--- config.mk ---
export PLATFORM = sky130hd
export DESIGN_NAME = baud_clock_gen
export DESIGN_NICKNAME = d
export VERILOG_FILES = /design/src/rtl/baud_gen_pkg.sv /design/src/rtl/baud_clk_src.sv /design/src/rtl/baud_prescale.sv /design/src/rtl/baud_div.sv /design/src/rtl/baud_div_frac.sv /design/src/rtl/baud_out_mux.sv /design/src/rtl/baud_clock_gen.sv
export SDC_FILE = /design/constraint.sdc
export NUM_CORES = 1
export LEC_CHECK = 0
export ABC_AREA = 1
export BUFFER_PORTS_ARGS = -buffer_cell sky130_fd_sc_hd__buf_2
export CORE_MARGIN = 3
export CORE_UTILIZATION = 60
export CTS_CLUSTER_SIZE = 10
export DETAILED_ROUTE_END_ITERATION = 16
export PLACE_DENSITY = 0.8
export SLEW_MARGIN = 20
export SYNTH_ARGS = -nofsm -noshare
export SYNTH_HDL_FRONTEND = slang
export SYNTH_SLANG_ARGS = --single-unit
--- constraint.sdc ---
create_clock -name clk -period 3.3 [get_ports clk]
set_input_delay 0.33 -clock clk [delete_from_list [all_inputs] [get_ports clk]]
set_output_delay 0.33 -clock clk [all_outputs]
set_load 0.02 [all_outputs]
--- src/rtl/baud_gen_pkg.sv ---
// Package: shared constants, the code-to-half-period table and the
// initialization state type for the bit-rate generator.
// Assumes a 4-bit rate code, with codes below FIRST_DIV_CODE routing the
// external input.
package baud_gen_pkg;

    localparam int SEL_W          = 4;
    localparam int NUM_CODES      = 1 << SEL_W;
    localparam int TAP_W          = 3;
    localparam int FIRST_DIV_CODE = 2;
    localparam int FRAC_CODE      = 10;
    localparam int MAX_HALF       = 1536;
    localparam int HALF_W         = $clog2(MAX_HALF + 1);
    localparam int FRAC_STEPS     = 6;
    localparam int FRAC_BASE_HALF = 42;
    // bit i set: half-period i of the cycle is one tick longer than the base
    localparam logic [FRAC_STEPS-1:0] FRAC_LONG_MASK = 6'b110101;

    // Half-period in master ticks for each integer-divided rate code.
    function automatic int half_period(input int code);
        case (code)
            2:       return 1536;  // 50
            3:       return 1024;  // 75
            4:       return 571;   // 134.5
            5:       return 384;   // 200
            6:       return 128;   // 600
            7:       return 32;    // 2400
            8:       return 8;     // 9600
            9:       return 16;    // 4800
            11:      return 64;    // 1200
            12:      return 32;    // 2400
            13:      return 256;   // 300
            14:      return 512;   // 150
            15:      return 698;   // 110
            default: return 1;
        endcase
    endfunction

    typedef enum logic [1:0] {
        INIT_IDLE     = 2'd0,
        INIT_ARMED    = 2'd1,
        INIT_CLEARING = 2'd2
    } init_state_e;

endpackage

--- src/rtl/baud_clk_src.sv ---
// Module: master clock source selection, tick extraction and counter clear.
// Assumes both clock sources are levels that are slow compared with clk.
// Produces one-cycle tick pulses on rising edges of the selected level. The
// clear is either continuous (crystal selected with the external level high)
// or a one-shot over the first external high level after the selector falls.
module baud_clk_src
    import baud_gen_pkg::*;
(
    input  logic clk,
    input  logic rst_n,
    input  logic xtal_sel,
    input  logic xtal_in,
    input  logic ext_clk_in,
    output logic mclk_lvl,
    output logic tick,
    output logic cnt_clr
);

    logic        src_lvl;
    logic        mclk_q;
    logic        sel_q;
    logic        sel_fell;
    init_state_e st_q;
    init_state_e st_d;

    // Pick the level of the selected source.
    always_comb src_lvl = xtal_sel ? xtal_in : ext_clk_in;

    // Remember the previous selected level and selector value.
    always_ff @(posedge clk) begin
        if (!rst_n) begin
            mclk_q <= 1'b0;
            sel_q  <= xtal_sel;
        end else begin
            mclk_q <= src_lvl;
            sel_q  <= xtal_sel;
        end
    end

    // Rising edge of the selected level is one master tick.
    always_comb tick = src_lvl & ~mclk_q;

    // Falling edge of the selector arms the one-shot clear.
    always_comb sel_fell = sel_q & ~xtal_sel;

    // Next state of the one-shot clear sequencer.
    always_comb begin
        st_d = st_q;
        case (st_q)
            INIT_IDLE:     if (sel_fell) st_d = INIT_ARMED;
            INIT_ARMED: begin
                if (xtal_sel)        st_d = INIT_IDLE;
                else if (ext_clk_in) st_d = INIT_CLEARING;
            end
            INIT_CLEARING: if (xtal_sel || !ext_clk_in) st_d = INIT_IDLE;
            default:       st_d = INIT_IDLE;
        endcase
    end

    // State register of the one-shot clear sequencer.
    always_ff @(posedge clk) begin
        if (!rst_n) st_q <= INIT_IDLE;
        else        st_q <= st_d;
    end

    // Clear on the continuous condition or during the first external high level.
    always_comb begin
        cnt_clr = (xtal_sel & ext_clk_in)
                | ((st_q == INIT_ARMED) & ~xtal_sel & ext_clk_in)
                | (st_q == INIT_CLEARING);
    end

    assign mclk_lvl = mclk_q;

endmodule

--- src/rtl/baud_prescale.sv ---
// Module: prescaler counting master ticks; its bits are the divide-by-2, -4
// and -8 taps. Assumes tick is a single-cycle pulse.
module baud_prescale #(
    parameter int TAP_W = 3
) (
    input  logic             clk,
    input  logic             rst_n,
    input  logic             tick,
    input  logic             clr,
    output logic [TAP_W-1:0] tap
);

    logic [TAP_W-1:0] cnt_q;

    // Count ticks, wrapping at 2**TAP_W.
    always_ff @(posedge clk) begin
        if (!rst_n || clr) cnt_q <= '0;
        else if (tick)     cnt_q <= cnt_q + TAP_W'(1);
    end

    assign tap = cnt_q;

endmodule

--- src/rtl/baud_div.sv ---
// Module: integer half-period divider. Toggles its output every HALF master
// ticks, giving an exact 50% duty. Assumes HALF >= 1 and fits in CNT_W bits.
module baud_div #(
    parameter int HALF  = 8,
    parameter int CNT_W = 11
) (
    input  logic clk,
    input  logic rst_n,
    input  logic tick,
    input  logic clr,
    output logic out
);

    localparam logic [CNT_W-1:0] LAST = CNT_W'(HALF - 1);

    logic [CNT_W-1:0] cnt_q;
    logic             out_q;

    // Count ticks within a half-period and toggle at its end.
    always_ff @(posedge clk) begin
        if (!rst_n || clr) begin
            cnt_q <= '0;
            out_q <= 1'b0;
        end else if (tick) begin
            if (cnt_q == LAST) begin
                cnt_q <= '0;
                out_q <= ~out_q;
            end else begin
                cnt_q <= cnt_q + CNT_W'(1);
            end
        end
    end

    assign out = out_q;

endmodule

--- src/rtl/baud_div_frac.sv ---
// Module: fractional divider. Steps through STEPS half-periods, each BASE or
// BASE+1 ticks long as LONG_MASK says, to approximate a non-integer divisor.
// Assumes STEPS is even, so the output phase repeats every cycle of steps.
module baud_div_frac #(
    parameter int               BASE      = 42,
    parameter int               STEPS     = 6,
    parameter logic [STEPS-1:0] LONG_MASK = 6'b110101,
    parameter int               CNT_W     = 11
) (
    input  logic clk,
    input  logic rst_n,
    input  logic tick,
    input  logic clr,
    output logic out
);

    localparam int                STEP_W    = (STEPS > 1) ? $clog2(STEPS) : 1;
    localparam logic [STEP_W-1:0] LAST_STEP = STEP_W'(STEPS - 1);

    logic [CNT_W-1:0]  cnt_q;
    logic [STEP_W-1:0] step_q;
    logic              out_q;
    logic [CNT_W-1:0]  last_cnt;

    // Last count value of the current half-period.
    always_comb begin
        last_cnt = CNT_W'(BASE - 1);
        if (LONG_MASK[step_q]) last_cnt = CNT_W'(BASE);
    end

    // Count ticks, toggle at the end of each half-period and advance the step.
    always_ff @(posedge clk) begin
        if (!rst_n || clr) begin
            cnt_q  <= '0;
            step_q <= '0;
            out_q  <= 1'b0;
        end else if (tick) begin
            if (cnt_q == last_cnt) begin
                cnt_q  <= '0;
                out_q  <= ~out_q;
                step_q <= (step_q == LAST_STEP) ? '0 : step_q + STEP_W'(1);
            end else begin
                cnt_q <= cnt_q + CNT_W'(1);
            end
        end
    end

    assign out = out_q;

endmodule

--- src/rtl/baud_out_mux.sv ---
// Module: registered rate selector. On each master tick it loads either the
// external input or one divider output, so the result changes only on ticks.
// Assumes the divider bus is indexed by rate code.
module baud_out_mux #(
    parameter int SEL_W      = 4,
    parameter int NUM_CODES  = 16,
    parameter int FIRST_DIV  = 2
) (
    input  logic                 clk,
    input  logic                 rst_n,
    input  logic                 tick,
    input  logic                 clr,
    input  logic [SEL_W-1:0]     rate_sel,
    input  logic                 mux_in,
    input  logic [NUM_CODES-1:0] div_bus,
    output logic                 z
);

    logic z_q;
    logic z_d;

    // Choose the source of the next output level.
    always_comb begin
        if (32'(rate_sel) < FIRST_DIV) z_d = mux_in;
        else                           z_d = div_bus[rate_sel];
    end

    // Load the output only on master ticks.
    always_ff @(posedge clk) begin
        if (!rst_n || clr) z_q <= 1'b0;
        else if (tick)     z_q <= z_d;
    end

    assign z = z_q;

endmodule

--- src/rtl/baud_clock_gen.sv ---
// Module: top of the programmable bit-rate generator. Joins source selection,
// the prescaler, a bank of free-running rate dividers (one per code) and the
// registered output selector. Assumes all inputs are synchronous to clk.
module baud_clock_gen
    import baud_gen_pkg::*;
(
    input  logic             clk,
    input  logic             rst_n,
    input  logic             xtal_sel,
    input  logic             xtal_in,
    input  logic             ext_clk_in,
    input  logic [SEL_W-1:0] rate_sel,
    input  logic             mux_in,
    output logic             mclk_out,
    output logic [TAP_W-1:0] pre_tap,
    output logic             rate_out
);

    logic                 tick;
    logic                 cnt_clr;
    logic [NUM_CODES-1:0] div_bus;

    baud_clk_src u_src (
        .clk        (clk),
        .rst_n      (rst_n),
        .xtal_sel   (xtal_sel),
        .xtal_in    (xtal_in),
        .ext_clk_in (ext_clk_in),
        .mclk_lvl   (mclk_out),
        .tick       (tick),
        .cnt_clr    (cnt_clr)
    );

    baud_prescale #(.TAP_W(TAP_W)) u_pre (
        .clk   (clk),
        .rst_n (rst_n),
        .tick  (tick),
        .clr   (cnt_clr),
        .tap   (pre_tap)
    );

    for (genvar c = 0; c < NUM_CODES; c++) begin : g_rate
        if (c < FIRST_DIV_CODE) begin : g_ext
            assign div_bus[c] = 1'b0;
        end else if (c == FRAC_CODE) begin : g_frac
            baud_div_frac #(
                .BASE      (FRAC_BASE_HALF),
                .STEPS     (FRAC_STEPS),
                .LONG_MASK (FRAC_LONG_MASK),
                .CNT_W     (HALF_W)
            ) u_div (
                .clk   (clk),
                .rst_n (rst_n),
                .tick  (tick),
                .clr   (cnt_clr),
                .out   (div_bus[c])
            );
        end else begin : g_int
            baud_div #(
                .HALF  (half_period(c)),
                .CNT_W (HALF_W)
            ) u_div (
                .clk   (clk),
                .rst_n (rst_n),
                .tick  (tick),
                .clr   (cnt_clr),
                .out   (div_bus[c])
            );
        end
    end

    baud_out_mux #(
        .SEL_W     (SEL_W),
        .NUM_CODES (NUM_CODES),
        .FIRST_DIV (FIRST_DIV_CODE)
    ) u_mux (
        .clk      (clk),
        .rst_n    (rst_n),
        .tick     (tick),
        .clr      (cnt_clr),
        .rate_sel (rate_sel),
        .mux_in   (mux_in),
        .div_bus  (div_bus),
        .z        (rate_out)
    );

endmodule

==> run_results.csv <==
group,metric,value,unit
run_status,status,"finished clean",
cells_and_area,final_cells,1573,
die,die_w,130,um
hold_path,min_path_cells,1,
logic_synthesis,synth.distinct_cells,38,
logic_synthesis,synth_top_family_by_area,"simple AND/OR/NAND/NOR gates",
logic_synthesis,synth_ff_type,"dfxtp_1",
logic_synthesis,syn_nets,1397,
die,fp.dieH,130,um
critical_path,end_kind,"flop",
critical_path,cp.depth,9,
detailed_routing,wl_met1,8780,um
detailed_routing,vias,8204,
logic_synthesis,synth_edf_count,0,
logic_synthesis,yosysSeqAreaShare,0.391,
critical_path,critPathCapture,"g_rate[11].g_int.u_div.cnt_q[8]",
pwr,ir_drop,0.437,mV
logic_synthesis,synth-xor-area-share,0.0332,
timing,finalSetupTns,0,ns
grt,grt_pass1_wl,31900,um
critical_path,crit_family,"simple AND/OR/NAND/NOR gates",
logic_synthesis,synthAdderAreaFrac,0.0231,
place,numPortBuffers,14,
critical_path,r2r_slack,1.48,ns
detailed_routing,wl_met3,636,um
die,rows,44,
grt,antenna_found_initial,0,
logic_synthesis,syn_inst,1370,
place,numPlacedInstances,1541,
critical_path,crit_path_top_delay_cell,"nor3_4",
detailed_routing,met2_length,8540,um
logic_synthesis,synth_compound_area_frac,0.0756,
place,dpl_worst_slack,1.22,ns
critical_path,cp_data_required_time,3.67,ns
logic_synthesis,yosysWarnings,0,
die,dieArea,16900,um^2
detailed_routing,drt-wirelength-per-cell,11.5,um
critical_path,r2r-end,"g_rate[11].g_int.u_div.cnt_q[8]",
place,gp_congestion,0.844,
timing,setup_viol,0,
pwr,p_per_area,470,nW/um^2
pwr,total_power,4.74,mW
critical_path,path_class,"reg2reg",
timing,final_hold_viol_count,0,
clock_tree,insertion_delay,0.43,ns
cells_and_area,drive_gt1_frac,0.0605,
critical_path,cp_common_cell,"nand2_1",
critical_path,r2r_cells,9,
clock_tree,ctsResizeCount,0,
grt,grt_max_degree,71,
critical_path,path_cells,"inv_1, nand2_1, a21oi_1, nor3_4, buf_12, nand2_1, inv_1, nand2_1, a21oi_1",
detailed_routing,antenna_left,0,
critical_path,cpPeakStageDelay,0.44,ns
clock_tree,postCtsSetupBuffers,0,
place,dp_hpwl,12400,um
detailed_routing,drc,0,
critical_path,cp.arrival,2.19,ns
grt,grt_pass1_vias,7549,
cells_and_area,register_area,3600,um^2
grt,overflow,0,
logic_synthesis,async_flop_share,0,
cells_and_area,final_cell_area,10100,um^2
timing,rsz0062_at_grt,"no",
timing,fmax,0.548,GHz
clock_tree,cts_hold_buf,0,
clock_tree,cts_num_sinks,180,
run,drv_cap,0,
detailed_routing,drtIter0Drc,438,
cells_and_area,layout_commonest_cell,"nand2_1",
pwr,p_leak,3.84,nW
detailed_routing,viasPerCell,5.22,
detailed_routing,drt-total-wl,18200,um
timing,fin_skew,0.00687,ns
logic_synthesis,synthMuxAreaShare,0,
logic_synthesis,synth-simple-area-share,0.381,
clock_tree,cts_inserted_buffers,17,
place,dpl_cell_area,9410,um^2
cells_and_area,finish.utilization,0.680,
clock_tree,cts_max_path_buffers,2,
timing,fin_crit,1.82,ns
timing,finalCritPeriodShare,0.552,
critical_path,reg2reg_from,"u_src.st_q[1]",
clock_tree,clockRootBuffer,"clkbuf_16",
critical_path,startpoint,"u_src.st_q[1]",
hold_path,hp-class,"in2reg",
logic_synthesis,ys_ff_latch,180,
cells_and_area,multi_input_area,4740,um^2
logic_synthesis,syn_avg_cell_area,6.73,um^2
die,core_area,14800,um^2
die,pin_count,15,
timing,final_max_slew_viol_count,0,
critical_path,cp_max_fo,32,
clock_tree,htreeDepth,4,
clock_tree,cts_tree,"yes",
timing,tightestPinTransition,0.538,ns
cells_and_area,diodes,0,
timing,slew_headroom,0.640,
cells_and_area,layout_common_cells,"nand2_1 (311), nor2_1 (220), inv_1 (182)",
cells_and_area,syn_to_final_growth,9.13,%
timing,setup_slack,1.48,ns
detailed_routing,first_pass_iters,5,
die,start_util,0.623,
critical_path,crit_path_start_kind,"flop",
cells_and_area,fin_nets,1403,
cells_and_area,fillCellCount,1279,
timing,hold_slack,0.0340,ns
clock_tree,clk_pin_slew,0.07,ns
critical_path,cp.buffers_inverters,3,
logic_synthesis,netlist_area,9220,um^2
grt,grt_usage,0.227,
detailed_routing,highest_layer,"met4",
-- power by group --
group	total, mW	internal [mW]	switching [mW]
logic	0.276	0.0802	0.196
clock network	2.23	1.38	0.845
registers	2.23	2.20	0.0296
total	4.74	3.66	1.07
-- kinds of logic after synthesis --
group / count (synthesis)
AOI/OAI and AO/OA: 131
xor gates and xnor gates: 35
adders and majority gates: 17
buffers and inverters: 215
DFF: 180
and+or+nand+nor: 792
-- state kept, by name, summed over array words and instances (netlist names) --
| name | flops |
|---|---|
| g_rate.g_int.u_div.cnt_q | 143 |
| g_rate.g_int.u_div.out | 13 |
| g_rate.g_frac.u_div.cnt_q | 11 |
| g_rate.g_frac.u_div.step_q | 3 |
| u_pre.tap | 3 |
| u_src.st_q | 2 |
| g_rate.g_frac.u_div.last_cnt | 1 |
| g_rate.g_frac.u_div.out | 1 |
| u_mux.z | 1 |
| u_src.mclk_lvl | 1 |
| u_src.sel_q | 1 |
-- how the worst min path moves through the flow --
stage	start	slack, ns	to
floorplan	xtal_sel	0.36	u_src.sel_q
global placement	g_rate[11].g_int.u_div.cnt_q[5]	0.43	g_rate[11].g_int.u_div.cnt_q[5]
detailed placement	g_rate[11].g_int.u_div.cnt_q[5]	0.44	g_rate[11].g_int.u_div.cnt_q[5]
CTS	xtal_sel	0.02	u_src.sel_q
global route	xtal_sel	0.03	u_src.sel_q
finish	xtal_sel	0.03	u_src.sel_q
-- synth_stat cells (17+ instances only) --
| cell | count | area share |
|---|---|---|
| a21oi_1 | 78 | 0.042 |
| buf_2 | 17 | 0.0092 |
| dfxtp_1 | 180 | 0.39 |
| ha_1 | 17 | 0.023 |
| inv_1 | 182 | 0.074 |
| nand2_1 | 312 | 0.13 |
| nand3_1 | 104 | 0.056 |
| nand4_1 | 43 | 0.029 |
| nor2_1 | 220 | 0.090 |
| nor3_1 | 67 | 0.036 |
| o21ai_0 | 39 | 0.021 |
| xor2_1 | 29 | 0.028 |
-- final cells by class --
class,instances,share of cell area
clock inverters,13,0.0201
clock buffers,19,0.0450
flip-flops and latches,180,0.358
multi-input cells,975,0.471
inverters,182,0.0679
well taps,184,0.0229
repair buffers,20,0.0152
-- per-layer routing --
metal	vias to the layer above	global-route usage
li1	4398	-
met1	3680	0.289
met2	104	0.388
met3	22	0.0528
met4	0	0.0630
met5	-	0
Power figures use the tool's default switching activity.
